<file path="src/rtl/oeb_pkg.sv">
package oeb_pkg;

  // Ring successor of a bank index for a ring of n banks.
  function automatic int unsigned oeb_wrap_inc(int unsigned p, int unsigned n);
    return (p + 1 >= n) ? 0 : p + 1;
  endfunction

endpackage

</file>
<file path="src/rtl/oeb_bank_store.sv">
module oeb_bank_store #(
  parameter int NB = 3,
  parameter int BB = 16,
  parameter int DW = 8,
  localparam int PW = (NB < 2) ? 1 : $clog2(NB),
  localparam int NS = 1 << PW,
  localparam int AW = $clog2(BB),
  localparam int CW = $clog2(BB + 1)
) (
  input  logic          clk,
  input  logic          rst_n,
  input  logic          clr,
  input  logic          wr_en,
  input  logic [PW-1:0] wr_bank,
  input  logic [AW-1:0] wr_addr,
  input  logic [DW-1:0] wr_data,
  input  logic          commit,
  input  logic [PW-1:0] commit_bank,
  input  logic [CW-1:0] commit_cnt,
  input  logic          free,
  input  logic [PW-1:0] free_bank,
  input  logic [PW-1:0] rd_bank,
  input  logic [AW-1:0] rd_addr,
  output logic [NS-1:0] full_vec,
  output logic [DW-1:0] rd_data,
  output logic [CW-1:0] rd_count
);

  logic [DW-1:0] bank_data [NS];
  logic [CW-1:0] bank_cnt  [NS];

  for (genvar b = 0; b < NS; b++) begin : g_bank
    if (b < NB) begin : g_real
      logic [DW-1:0] mem_q [BB];
      logic          full_q, full_d;
      logic [CW-1:0] cnt_q, cnt_d;
      logic          wr_hit, upd;

      assign wr_hit = wr_en && (wr_bank == PW'(b));
      assign upd    = clr || free || commit;

      always_ff @(posedge clk) begin
        if (wr_hit) mem_q[wr_addr] <= wr_data;
      end

      always_comb begin
        full_d = full_q;
        cnt_d  = cnt_q;
        if (clr) begin
          full_d = 1'b0;
          cnt_d  = '0;
        end else begin
          if (free && (free_bank == PW'(b))) full_d = 1'b0;
          if (commit && (commit_bank == PW'(b))) begin
            full_d = 1'b1;
            cnt_d  = commit_cnt;
          end
        end
      end

      always_ff @(posedge clk or negedge rst_n) begin
        if (!rst_n) begin
          full_q <= 1'b0;
          cnt_q  <= '0;
        end else if (upd) begin
          full_q <= full_d;
          cnt_q  <= cnt_d;
        end
      end

      assign full_vec[b]  = full_q;
      assign bank_data[b] = mem_q[rd_addr];
      assign bank_cnt[b]  = cnt_q;
    end else begin : g_pad
      assign full_vec[b]  = 1'b0;
      assign bank_data[b] = '0;
      assign bank_cnt[b]  = '0;
    end
  end

  assign rd_data  = bank_data[rd_bank];
  assign rd_count = bank_cnt[rd_bank];

endmodule

</file>
<file path="src/rtl/oeb_rx_fill.sv">
module oeb_rx_fill
  import oeb_pkg::*;
#(
  parameter int NB = 3,
  parameter int BB = 16,
  parameter int DW = 8,
  localparam int PW = (NB < 2) ? 1 : $clog2(NB),
  localparam int NS = 1 << PW,
  localparam int AW = $clog2(BB),
  localparam int CW = $clog2(BB + 1)
) (
  input  logic          clk,
  input  logic          rst_n,
  input  logic          clr,
  input  logic          rx_valid,
  input  logic [DW-1:0] rx_data,
  input  logic          rx_eop,
  input  logic [NS-1:0] full_vec,
  output logic          wr_en,
  output logic [PW-1:0] wr_bank,
  output logic [AW-1:0] wr_addr,
  output logic [DW-1:0] wr_data,
  output logic          commit,
  output logic [PW-1:0] commit_bank,
  output logic [CW-1:0] commit_cnt,
  output logic          rx_nak
);

  logic [PW-1:0] hw_ptr_q, hw_ptr_d;
  logic [CW-1:0] wr_idx_q, wr_idx_d;
  logic          in_pkt_q, in_pkt_d;
  logic          drop_q, drop_d;
  logic          nak_q, nak_d;
  logic          reject, stores, step;
  logic [CW-1:0] cnt_now;

  // The accept/reject decision is taken at the first beat of a packet.
  assign reject  = in_pkt_q ? drop_q : full_vec[hw_ptr_q];
  assign stores  = rx_valid && !reject && (wr_idx_q < CW'(BB));
  assign cnt_now = wr_idx_q + CW'(stores);
  assign step    = clr || rx_eop || rx_valid || nak_q;

  assign wr_en       = stores;
  assign wr_bank     = hw_ptr_q;
  assign wr_addr     = wr_idx_q[AW-1:0];
  assign wr_data     = rx_data;
  assign commit      = rx_eop && !reject && !clr;
  assign commit_bank = hw_ptr_q;
  assign commit_cnt  = cnt_now;
  assign rx_nak      = nak_q;

  always_comb begin
    hw_ptr_d = hw_ptr_q;
    wr_idx_d = wr_idx_q;
    in_pkt_d = in_pkt_q;
    drop_d   = drop_q;
    nak_d    = 1'b0;
    if (clr) begin
      hw_ptr_d = '0;
      wr_idx_d = '0;
      in_pkt_d = 1'b0;
      drop_d   = 1'b0;
    end else if (rx_eop) begin
      wr_idx_d = '0;
      in_pkt_d = 1'b0;
      drop_d   = 1'b0;
      nak_d    = reject;
      if (!reject) hw_ptr_d = PW'(oeb_wrap_inc(32'(hw_ptr_q), NB));
    end else if (rx_valid) begin
      in_pkt_d = 1'b1;
      drop_d   = reject;
      wr_idx_d = cnt_now;
    end
  end

  always_ff @(posedge clk or negedge rst_n) begin
    if (!rst_n) begin
      hw_ptr_q <= '0;
      wr_idx_q <= '0;
      in_pkt_q <= 1'b0;
      drop_q   <= 1'b0;
      nak_q    <= 1'b0;
    end else if (step) begin
      hw_ptr_q <= hw_ptr_d;
      wr_idx_q <= wr_idx_d;
      in_pkt_q <= in_pkt_d;
      drop_q   <= drop_d;
      nak_q    <= nak_d;
    end
  end

endmodule

</file>
<file path="src/rtl/oeb_cpu_port.sv">
module oeb_cpu_port
  import oeb_pkg::*;
#(
  parameter int NB = 3,
  parameter int BB = 16,
  localparam int PW = (NB < 2) ? 1 : $clog2(NB),
  localparam int NS = 1 << PW,
  localparam int AW = $clog2(BB),
  localparam int CW = $clog2(BB + 1)
) (
  input  logic          clk,
  input  logic          rst_n,
  input  logic          clr,
  input  logic          cpu_rd,
  input  logic          cpu_ack,
  input  logic          cpu_release,
  input  logic [NS-1:0] full_vec,
  input  logic          commit,
  input  logic [PW-1:0] commit_bank,
  input  logic [CW-1:0] rd_count,
  output logic [PW-1:0] cpu_ptr,
  output logic [AW-1:0] rd_addr,
  output logic          free,
  output logic [PW-1:0] free_bank,
  output logic          pkt_flag,
  output logic          own_flag,
  output logic          data_avail,
  output logic          order_err
);

  logic [PW-1:0] ptr_q, ptr_d, nxt;
  logic [CW-1:0] rd_idx_q, rd_idx_d;
  logic          pkt_q, pkt_d, own_q, own_d, err_q, err_d;
  logic          avail, rel_ok, rel_bad, nxt_full, fill_here, step;

  assign nxt       = PW'(oeb_wrap_inc(32'(ptr_q), NB));
  assign avail     = own_q && (rd_idx_q < rd_count);
  assign rel_ok    = cpu_release && own_q && !pkt_q && !clr;
  assign rel_bad   = cpu_release && own_q && pkt_q;
  assign fill_here = commit && (commit_bank == ptr_q);
  // With a single bank the successor is the bank being freed.
  assign nxt_full  = ((nxt != ptr_q) && full_vec[nxt]) ||
                     (commit && (commit_bank == nxt));
  assign step      = clr || cpu_rd || cpu_ack || cpu_release || commit;

  always_comb begin
    ptr_d    = ptr_q;
    rd_idx_d = rd_idx_q;
    pkt_d    = pkt_q;
    own_d    = own_q;
    err_d    = err_q;
    if (clr) begin
      ptr_d    = '0;
      rd_idx_d = '0;
      pkt_d    = 1'b0;
      own_d    = 1'b0;
      err_d    = 1'b0;
    end else begin
      if (cpu_rd && avail) rd_idx_d = rd_idx_q + CW'(1);
      if (cpu_ack) pkt_d = 1'b0;
      if (rel_bad) err_d = 1'b1;
      if (rel_ok) begin
        ptr_d    = nxt;
        rd_idx_d = '0;
        own_d    = nxt_full;
        pkt_d    = nxt_full;
      end else if (fill_here) begin
        own_d = 1'b1;
        pkt_d = 1'b1;
      end
    end
  end

  always_ff @(posedge clk or negedge rst_n) begin
    if (!rst_n) begin
      ptr_q    <= '0;
      rd_idx_q <= '0;
      pkt_q    <= 1'b0;
      own_q    <= 1'b0;
      err_q    <= 1'b0;
    end else if (step) begin
      ptr_q    <= ptr_d;
      rd_idx_q <= rd_idx_d;
      pkt_q    <= pkt_d;
      own_q    <= own_d;
      err_q    <= err_d;
    end
  end

  assign cpu_ptr    = ptr_q;
  assign rd_addr    = rd_idx_q[AW-1:0];
  assign free       = rel_ok;
  assign free_bank  = ptr_q;
  assign pkt_flag   = pkt_q;
  assign own_flag   = own_q;
  assign data_avail = avail;
  assign order_err  = err_q;

endmodule

</file>
<file path="src/rtl/usb_out_bank_ctrl.sv">
module usb_out_bank_ctrl #(
  parameter int NB = 3,
  parameter int BB = 16,
  parameter int DW = 8,
  localparam int PW = (NB < 2) ? 1 : $clog2(NB),
  localparam int NS = 1 << PW,
  localparam int AW = $clog2(BB),
  localparam int CW = $clog2(BB + 1)
) (
  input  logic          clk,
  input  logic          rst_n,
  input  logic          ep_reset,
  input  logic          rx_valid,
  input  logic [DW-1:0] rx_data,
  input  logic          rx_eop,
  output logic          rx_nak,
  input  logic          irq_en,
  input  logic          cpu_rd,
  input  logic          cpu_ack,
  input  logic          cpu_release,
  output logic [DW-1:0] cpu_rd_data,
  output logic [CW-1:0] cpu_byte_count,
  output logic          pkt_flag,
  output logic          own_flag,
  output logic          data_avail,
  output logic          order_err,
  output logic          ep_irq
);

  logic [1:0]    rst_sync_q;
  logic          rst_int_n;
  logic          wr_en, commit, free;
  logic [PW-1:0] wr_bank, commit_bank, free_bank, cpu_ptr;
  logic [AW-1:0] wr_addr, rd_addr;
  logic [DW-1:0] wr_data, store_rd;
  logic [CW-1:0] commit_cnt, rd_count;
  logic [NS-1:0] full_vec;

  always_ff @(posedge clk or negedge rst_n) begin
    if (!rst_n) rst_sync_q <= 2'b00;
    else        rst_sync_q <= {rst_sync_q[0], 1'b1};
  end
  assign rst_int_n = rst_sync_q[1];

  oeb_bank_store #(.NB(NB), .BB(BB), .DW(DW)) i_store (
    .clk(clk), .rst_n(rst_int_n), .clr(ep_reset),
    .wr_en(wr_en), .wr_bank(wr_bank), .wr_addr(wr_addr), .wr_data(wr_data),
    .commit(commit), .commit_bank(commit_bank), .commit_cnt(commit_cnt),
    .free(free), .free_bank(free_bank),
    .rd_bank(cpu_ptr), .rd_addr(rd_addr),
    .full_vec(full_vec), .rd_data(store_rd), .rd_count(rd_count)
  );

  oeb_rx_fill #(.NB(NB), .BB(BB), .DW(DW)) i_fill (
    .clk(clk), .rst_n(rst_int_n), .clr(ep_reset),
    .rx_valid(rx_valid), .rx_data(rx_data), .rx_eop(rx_eop),
    .full_vec(full_vec),
    .wr_en(wr_en), .wr_bank(wr_bank), .wr_addr(wr_addr), .wr_data(wr_data),
    .commit(commit), .commit_bank(commit_bank), .commit_cnt(commit_cnt),
    .rx_nak(rx_nak)
  );

  oeb_cpu_port #(.NB(NB), .BB(BB)) i_cpu (
    .clk(clk), .rst_n(rst_int_n), .clr(ep_reset),
    .cpu_rd(cpu_rd), .cpu_ack(cpu_ack), .cpu_release(cpu_release),
    .full_vec(full_vec), .commit(commit), .commit_bank(commit_bank),
    .rd_count(rd_count),
    .cpu_ptr(cpu_ptr), .rd_addr(rd_addr), .free(free), .free_bank(free_bank),
    .pkt_flag(pkt_flag), .own_flag(own_flag), .data_avail(data_avail),
    .order_err(order_err)
  );

  assign cpu_rd_data    = data_avail ? store_rd : '0;
  assign cpu_byte_count = own_flag ? rd_count : '0;
  assign ep_irq         = pkt_flag && irq_en;

endmodule

</file>
<file path="config.mk">
export PLATFORM = sky130hd
export DESIGN_NAME = usb_out_bank_ctrl
export DESIGN_NICKNAME = d
export VERILOG_FILES = /design/src/rtl/oeb_pkg.sv /design/src/rtl/oeb_bank_store.sv /design/src/rtl/oeb_rx_fill.sv /design/src/rtl/oeb_cpu_port.sv /design/src/rtl/usb_out_bank_ctrl.sv
export SDC_FILE = /design/constraint.sdc
export NUM_CORES = 1
export LEC_CHECK = 0
export CAP_MARGIN = 20
export CORE_MARGIN = 2
export CORE_UTILIZATION = 30
export CTS_CLUSTER_DIAMETER = 40
export CTS_CLUSTER_SIZE = 28
export DETAILED_ROUTE_END_ITERATION = 10
export PLACE_DENSITY_LB_ADDON = 0.08
export SYNTH_ARGS = -nofsm -noshare
export SYNTH_HDL_FRONTEND = slang
export SYNTH_SLANG_ARGS = --single-unit
</file>
<file path="constraint.sdc">
create_clock -name clk -period 6.92 [get_ports clk]
set_clock_uncertainty 0.2 [all_clocks]
set_input_delay 1.384 -clock clk [delete_from_list [all_inputs] [get_ports clk]]
set_output_delay 1.384 -clock clk [all_outputs]
set_load 0.03 [all_outputs]
</file>
==> results of run 1 <==
[final cells by class]
type / instances / area (sq um)
Tap cell: 756 / 946
Fill cell: 5317 / 35700
Inverter: 6 / 22.5
Clock inverter: 54 / 472
Clock buffer: 87 / 2010
Multi-Input combinational cell: 457 / 4400
Timing Repair Buffer: 56 / 517
Sequential cell: 424 / 12500
[stage by stage]
stage / instances / instance area [sq um] / util / hold WS [ns]
global placement: 1694 / 18400 / 0.325 / 0.136
floorplan: 939 / 17300 / - / 0.131
detailed placement: 1694 / 18400 / 0.325 / 0.136
global route: 1840 / 20900 / 0.369 / 0.165
finish: 1840 / 20900 / 0.369 / 0.155
CTS: 1835 / 20900 / 0.368 / 0.157
[how the worst max path moves through the flow]
stage	from	end	slack (ns)	cells past startpoint
after global routing	i_cpu.cpu_ptr[1]$_DFFE_PN0P_	cpu_rd_data[5]	0.12	10
after detailed placement	i_cpu.cpu_ptr[1]$_DFFE_PN0P_	cpu_rd_data[5]	1.15	10
final	i_cpu.cpu_ptr[1]$_DFFE_PN0P_	cpu_rd_data[5]	0.57	10
after global placement	i_cpu.cpu_ptr[1]$_DFFE_PN0P_	cpu_rd_data[5]	1.32	10
after CTS	i_cpu.cpu_ptr[1]$_DFFE_PN0P_	cpu_rd_data[5]	0.52	10
after floorplan	i_cpu.cpu_ptr[0]$_DFFE_PN0P_	cpu_rd_data[5]	1.75	10
[flip-flops by register name, indices dropped and copies added, names as in the netlist, 2 cells and up]
| name | count |
|---|---|
| i_store.g_bank.g_real.mem_q | 384 |
| i_store.g_bank.g_real.cnt_q | 15 |
| i_cpu.rd_idx_q | 5 |
| i_fill.wr_idx_q | 5 |
| i_store.g_bank.g_real.full_q | 3 |
| i_cpu.cpu_ptr | 2 |
| i_fill.commit_bank | 2 |
| rst_sync_q | 2 |
[cells by family after synthesis]
logic type | after synthesis
DFF | 424
and+or+nand+nor | 211
xor gates and xnor gates | 10
buffers and inverters | 58
muxes | 151
adders and majority gates | 7
other | 1
AOI/OAI and AO/OA | 77
[power by group]
part	leakage [nW]	internal, mW	total, mW	switching, mW
clock	1.19	2.17	3.54	1.37
combinational	1.50	0.0558	0.183	0.127
sequential	4.00	2.81	2.83	0.0164
[metal layers]
metal	vias to the layer above	track usage
met1	4710	0.225
met5	-	0
met4	2	0.0513
met3	89	0.0381
met2	212	0.244
li1	3965	-
[layout by cell type, fill, tap and decap left out, types with 10 or more instances in the layout]
| cell | netlist | layout |
|---|---|---|
| a211oi_1 | 17 | 17 |
| a21oi_1 | 16 | 16 |
| buf_4 | 2 | 15 |
| clkbuf_16 | 0 | 78 |
| clkdlybuf4s50_1 | 0 | 27 |
| dfrtp_1 | 40 | 36 |
| edfxtp_1 | 384 | 384 |
| inv_6 | 0 | 15 |
| mux2_2 | 22 | 22 |
| mux2i_1 | 41 | 41 |
| mux4_2 | 82 | 82 |
| nand2_1 | 33 | 33 |
| nand3_1 | 13 | 13 |
| nor2_1 | 91 | 91 |
| nor2b_1 | 22 | 22 |
| nor3_1 | 10 | 10 |
| o22ai_1 | 10 | 10 |
| xor2_1 | 10 | 10 |
[worst max-delay path, stage by stage (launching register included)]
cell and delay [ns]:
dfrtp_1 0.32, buf_4 0.25, inv_1 0.21, nor2_1 0.41
a21oi_1 0.18, ha_1 0.33, and4_1 0.18, a2111oi_1 0.56
nand2_1 0.53, nor4_1 0.46, clkdlybuf4s50_1 0.73
==> metrics.md, run 1 <==
| Metric | Value |
|---|---|
| Sink count of the clock tree | 424 |
| Launch point of the worst hold path | rst_sync_q[0]$_DFF_PN0_ |
| Number of cells on the worst reg-to-reg path | 10 |
| Destination of the worst hold path | rst_sync_q[1]$_DFF_PN0_ |
| Clock slew at reported path FFs | 0.05 ns |
| Global-route wire length before repair | 68100 um |
| Starting density of the core | 0.305 |
| Via/cell ratio | 4.88 |
| Uppermost layer routed | met5 |
| Number of routed nets with antenna violations | 0 |
| Number of buffers inserted by post-CTS setup repair | 0 |
| Total Neg Setup Slack | 0 ns |
| Post-synthesis xor/xnor area fraction | 0.00507 |
| Final critical path time including I/O delays and setup | 6.35 ns |
| DIE HEIGHT | 244 um |
| P_leak | ~6.7 nW |
| Clock latency on the worst-skew pair | 0.61 ns |
| Startpoint type of the worst setup path | register |
| CTS hold repair buffers | 0 |
| Combinational family with the most area after synthesis | multiplexers |
| Die X | 244 um |
| DRT iter0 DRCs | about 710 |
| Fin. Hold Viols | 0 |
| Adder-Cell Fraction of Synth Area | 0.00507 |
| Number of rows in the core area | 87 |
| Post-detailed-route wirelength per cell | around 25 um |
| Total clock buffers created by CTS | 77 |
| Kind of end point of the critical path | primary output |
| Antenna diode count | 0 |
| Register bit count reported by yosys | 424 |
| Area added between synthesis and finish | 21.1% |
| Ys flop type | edfxtp_1 |
| Complex-gate fraction of the synthesized area | 0.0319 |
| Post-Route M1 WL | 21500 um |
| Reported max-cap violation count | 0 |
| CTS Root Cell | clkbuf_16 |
| Die area | ~59000 sq um |
| Total Routing Usage GR | 0.160 |
| Level count of the clock H-tree | 3 |
| Post-CTS Resized | 0 |
| Fmax achieved | 0.157 GHz |
| Final max-slew violation count | 0 |
| Via count of the first global-routing pass | 9523 |
| Maximum number of pins on one net before global-route repair | 49 |
| Slew headroom | 0.228 |
| Cell area after synthesis | 17300 sq um |
| Final HPWL DP | 28500 um |
| Critical path data arrival time | ~4.8 ns |
| Setup repair after global routing missed its margin | false |
| Most frequent cells after synthesis | edfxtp_1, nor2_1, mux4_2 |
| Synth area leaders | edfxtp_1, mux4_2, dfrtp_1 |
| Post-synthesis simple-gate area fraction | 0.0589 |
| Share of cell area taken by muxes after synthesis | 0.154 |
| Sequential fraction of the synthesis area | 0.726 |
| Avg Synthesized Cell Area | 18.4 sq um |
| Status | complete, no violations |
| Final number of setup-violating endpoints | 0 |
| Areal power density over the cells | 314 nW/um^2 |
| Vias | roughly 9000 |
| Net Count, Synth | 963 |
| Cell with the most instances after synthesis | edfxtp_1 |
| Met2 wire len | 21200 um |
| Number of nets at the end of the flow | between 1000 and 1500 |
| Proportion of register bits with asynchronous set or reset after synthesis | 0.0943 |
| Number of synthesized flops with an enable pin | 384 |
| Pre-CTS setup slack | 1.15 ns |
| TritonCTS clock tree | done |
| Largest area contributor in the synthesized netlist | edfxtp_1 |
| Top-area cell type share of the netlist area | 0.668 |
| Worst reg2reg path endpoint | i_cpu.rd_idx_q[4]$_DFFE_PN0P_ |
| Initial antenna violation count | 2 |
| Area of the core region | 56600 sq um |
| Worst Path Required | roughly 5.3 ns |
| Number of cells traversed by the worst hold path | 0 |
| Yosys warnings | 0 |
| Top-Level Pins | 36 |
| Number of library cell types mapped by synthesis | 56 |
| Actual transition at the worst max-transition pin | approximately 1.2 ns |
| Number of cells produced by synthesis | 939 |
| Reg2Reg Launch Point | i_cpu.cpu_ptr[1]$_DFFE_PN0P_ |
| IR drop worst, VDD | ~180 uV |
| Type of the setup path with the least slack | reg -> out |
| Total global routing overflow | 0 |
| Wire length reported by the detailed router | 46200 um |
| Class of the tightest hold or removal check | reg -> reg |
| Total Power Consumption | between 6 and 7 mW |
| Buffer levels on the longest clock path | 3 |
| Period Utilization, post-route | 0.918 |
| Biggest fanout along the worst timing path | 20 |
| Port buffer count | 35 |
| DRC | 0 |
| Worst setup slack after layout | 0.570 ns |
| Detailed route wirelength on metal3 | approximately 2300 um |
| Detailed Routing Iterations Pass 1 | 5 |
| Routability-driven placement congestion ratio | 0.776 |
| Worst R2R Setup Slack | 3.02 ns |
| Fraction of final layout cells with drive strength greater than 1 | 0.251 |
Note: power is estimated with default switching activity, not from simulation.
==> inputs of run 2 (changes only) <==
--- a/config.mk
+++ b/config.mk
@@ -8,6 +8,7 @@
 export CAP_MARGIN = 20
 export CORE_MARGIN = 2
 export CORE_UTILIZATION = 30
+export CTS_BUF_LIST = sky130_fd_sc_hd__clkbuf_8
 export CTS_CLUSTER_DIAMETER = 40
 export CTS_CLUSTER_SIZE = 28
 export DETAILED_ROUTE_END_ITERATION = 10
@@ -15,3 +16,4 @@
 export SYNTH_ARGS = -nofsm -noshare
 export SYNTH_HDL_FRONTEND = slang
 export SYNTH_SLANG_ARGS = --single-unit
+export TNS_END_PERCENT = 5
==> run 2 against run 1 <==
Effect of this change:
- sequential power is essentially flat
- routed wire length grew 0.24%
- setup slack lost 0.039 ns
- cell count is essentially flat
- combinational power is essentially flat
- clock-buffer cell count shrank 7
- global-route usage is essentially flat
- register-to-register slack gained 0.04 ns
- first-iteration DRC count grew 0.42%
- largest cell class unchanged
==> metrics.md, run 2 (synthesis gave the netlist of run 1 again) <==
| Metric | Value |
|---|---|
| Biggest fanout along the worst timing path | 20 |
| Detailed route wirelength on metal3 | approximately 2200 um |
| Initial antenna violation count | 3 |
| Number of buffers inserted by post-CTS setup repair | 0 |
| Final HPWL DP | 28500 um |
| Buffer levels on the longest clock path | 3 |
| Sw Share | 0.250 |
| CP cell instances | buf_4 -> inv_1 -> nor2_1 -> a21oi_1 -> ha_1 -> and4_1 -> a2111oi_1 -> nand2_1 -> nor4_1 -> clkdlybuf4s50_1 |
| Number of nets at the end of the flow | 1046 |
| Clock slew at reported path FFs | approximately 0.06 ns |
| Top-Level Pins | 36 |
| DIE HEIGHT | 244 um |
| Max stage delay cell, worst path | clkdlybuf4s50_1 |
| Largest register FFs | about 380 |
| CTS hold repair buffers | 0 |
| Most flops, register | i_store.g_bank.g_real.mem_q |
| Fraction of final layout cells with drive strength greater than 1 | 0.251 |
| Reported max-cap violation count | 0 |
| Sequential group share of total power | 0.523 |
| Switch Pwr | 1.35 mW |
| P_int | 4.05 mW |
| Area of the core region | 56600 sq um |
| Met2 wire len | around 21000 um |
| Die X | 244 um |
| Post-Route M1 WL | 21800 um |
| Uppermost layer routed | met5 |
| IR drop worst, VDD | 112 uV |
| Status | complete, no violations |
| Total Power Consumption | 5.40 mW |
| Die area | slightly below 60000 sq um |
| DP Area | 18400 sq um |
| DRC | 0 |
| Sink count of the clock tree | about 420 |
| Detailed Routing Iterations Pass 1 | 5 |
| Top cell family by delay on the critical path | simple AND/OR/NAND/NOR gates |
| Via/cell ratio | 4.89 |
| Min Hold Slack | 0.158 ns |
| Worst R2R Setup Slack | 3.06 ns |
| Type of the setup path with the least slack | reg -> out |
| Leading cell types in the layout, fill and taps excluded | edfxtp_1, nor2_1, mux4_2 |
| Number of rows in the core area | just under 90 |
| Routability-driven placement congestion ratio | between 0.7 and 0.8 |
| Slew headroom | 0.237 |
| Period Utilization, post-route | 0.923 |
| Areal power density over the cells | 270 nW/um^2 |
| Fmax achieved | ~0.16 GHz |
| Final critical path time including I/O delays and setup | approximately 6.4 ns |
| TritonCTS clock tree | done |
| Biggest cell delay along the critical path | 0.74 ns |
| Wire length reported by the detailed router | 46300 um |
| CTS Root Cell | clkbuf_8 |
| Largest registers | i_store.g_bank.g_real.mem_q: 384 flops, i_store.g_bank.g_real.cnt_q: 15 flops |
| Total Neg Setup Slack | 0 ns |
| Setup repair after global routing missed its margin | false |
| Area added between synthesis and finish | 15.8% |
| Final max-slew violation count | 0 |
| DRT iter0 DRCs | 710 |
| Starting density of the core | 0.305 |
| Final number of setup-violating endpoints | 0 |
| Global-route wire length before repair | 68000 um |
| Fin. Hold Viols | 0 |
| Post-detailed-route wirelength per cell | 25.1 um |
| Total clock buffers created by CTS | 77 |
| Final core utilization | 0.353 |
| P_leak | around 6.3 nW |
| Vias | 8994 |
| Critical path data arrival time | 4.80 ns |
| Level count of the clock H-tree | 3 |
| Startpoint type of the worst setup path | register |
| Share of power burned in the clock network | 0.443 |
| Buf+Inv Stages, Crit Path | 3 |
| Total global routing overflow | 0 |
| Via count of the first global-routing pass | 9528 |
| Worst Path Required | 5.34 ns |
| Post-CTS Resized | 0 |
| Actual transition at the worst max-transition pin | 1.14 ns |
| Kind of end point of the critical path | primary output |
| Post-route cell area | roughly 20000 sq um |
| Gate power share | 0.034 |
| Maximum number of pins on one net before global-route repair | 49 |
| Clock latency on the worst-skew pair | 0.65 ns |
| Number of routed nets with antenna violations | 0 |
| Port buffer count | 35 |
| Total Routing Usage GR | 0.159 |
| Class of the tightest hold or removal check | reg -> reg |
| Most common cell after layout, fill and taps aside | edfxtp_1 |
-- run 2: cell count changes in the layout (fill, tap and decap cells not counted), sizes merged --
cell    previous run  this run
clkbuf            87        80
clkinv            29        25
inv               23        34
diode              0         1
-- run 2: path summary, 6_finish.rpt --
check / start / endpoint / depth (start not counted)
worst max-delay path: i_cpu.cpu_ptr[1]$_DFFE_PN0P_ / cpu_rd_data[5] / 10
worst min-delay path: rst_sync_q[0]$_DFF_PN0_ / rst_sync_q[1]$_DFF_PN0_ / 0
worst max register to register: i_cpu.cpu_ptr[1]$_DFFE_PN0P_ / i_cpu.rd_idx_q[4]$_DFFE_PN0P_ / 10
worst min register to register: rst_sync_q[0]$_DFF_PN0_ / rst_sync_q[1]$_DFF_PN0_ / 0
max in group asynchronous: rst_sync_q[1]$_DFF_PN0_ / i_cpu.rd_idx_q[0]$_DFFE_PN0P_ / 0
min in group asynchronous: rst_sync_q[1]$_DFF_PN0_ / i_cpu.rd_idx_q[3]$_DFFE_PN0P_ / 0
-- run 2: power by group through the flow --
stage                     registers, mW  clock network (mW)  logic (mW)
after global routing               2.83                2.59       0.201
final                              2.83                2.39       0.184
after CTS                          2.83                2.48       0.189
after global placement             2.88                   0       0.189
after floorplan                    2.88                   0      0.0896
after detailed placement           2.88                   0       0.188
-- run 2: worst register-to-register path, stage by stage (launching register included) --
cell       delay [ns]
dfrtp_1          0.32
buf_4            0.25
inv_1            0.21
nor2_1           0.41
a21oi_1          0.18
ha_1             0.32
and4_1           0.19
a2111oi_1        0.57
nand2_1          0.53
or3_1            0.49
a21oi_1          0.14
-- run 2: layer usage --
layer,up-vias,GRT usage
li1,3949,-
met1,4751,0.224
met2,211,0.244
met3,81,0.0390
met4,2,0.0488
met5,-,0
-- run 2: cell type report --
class | count | area, sq um
fill | 5403 | 36600
sequential | 424 | 12500
multi-input combinational | 457 | 4400
clock buffer | 80 | 1100
tap | 756 | 946
timing repair buffer | 56 | 517
clock inverter | 61 | 453
inverter | 6 | 22.5
antenna | 1 | 2.50
-- run 2: metrics by stage --
step	setup slack, ns	instances
final	0.532	1841
after global routing	0.0674	1841
after CTS	0.469	1835
after detailed placement	1.15	1694
after global placement	1.32	1694
after floorplan	1.75	939
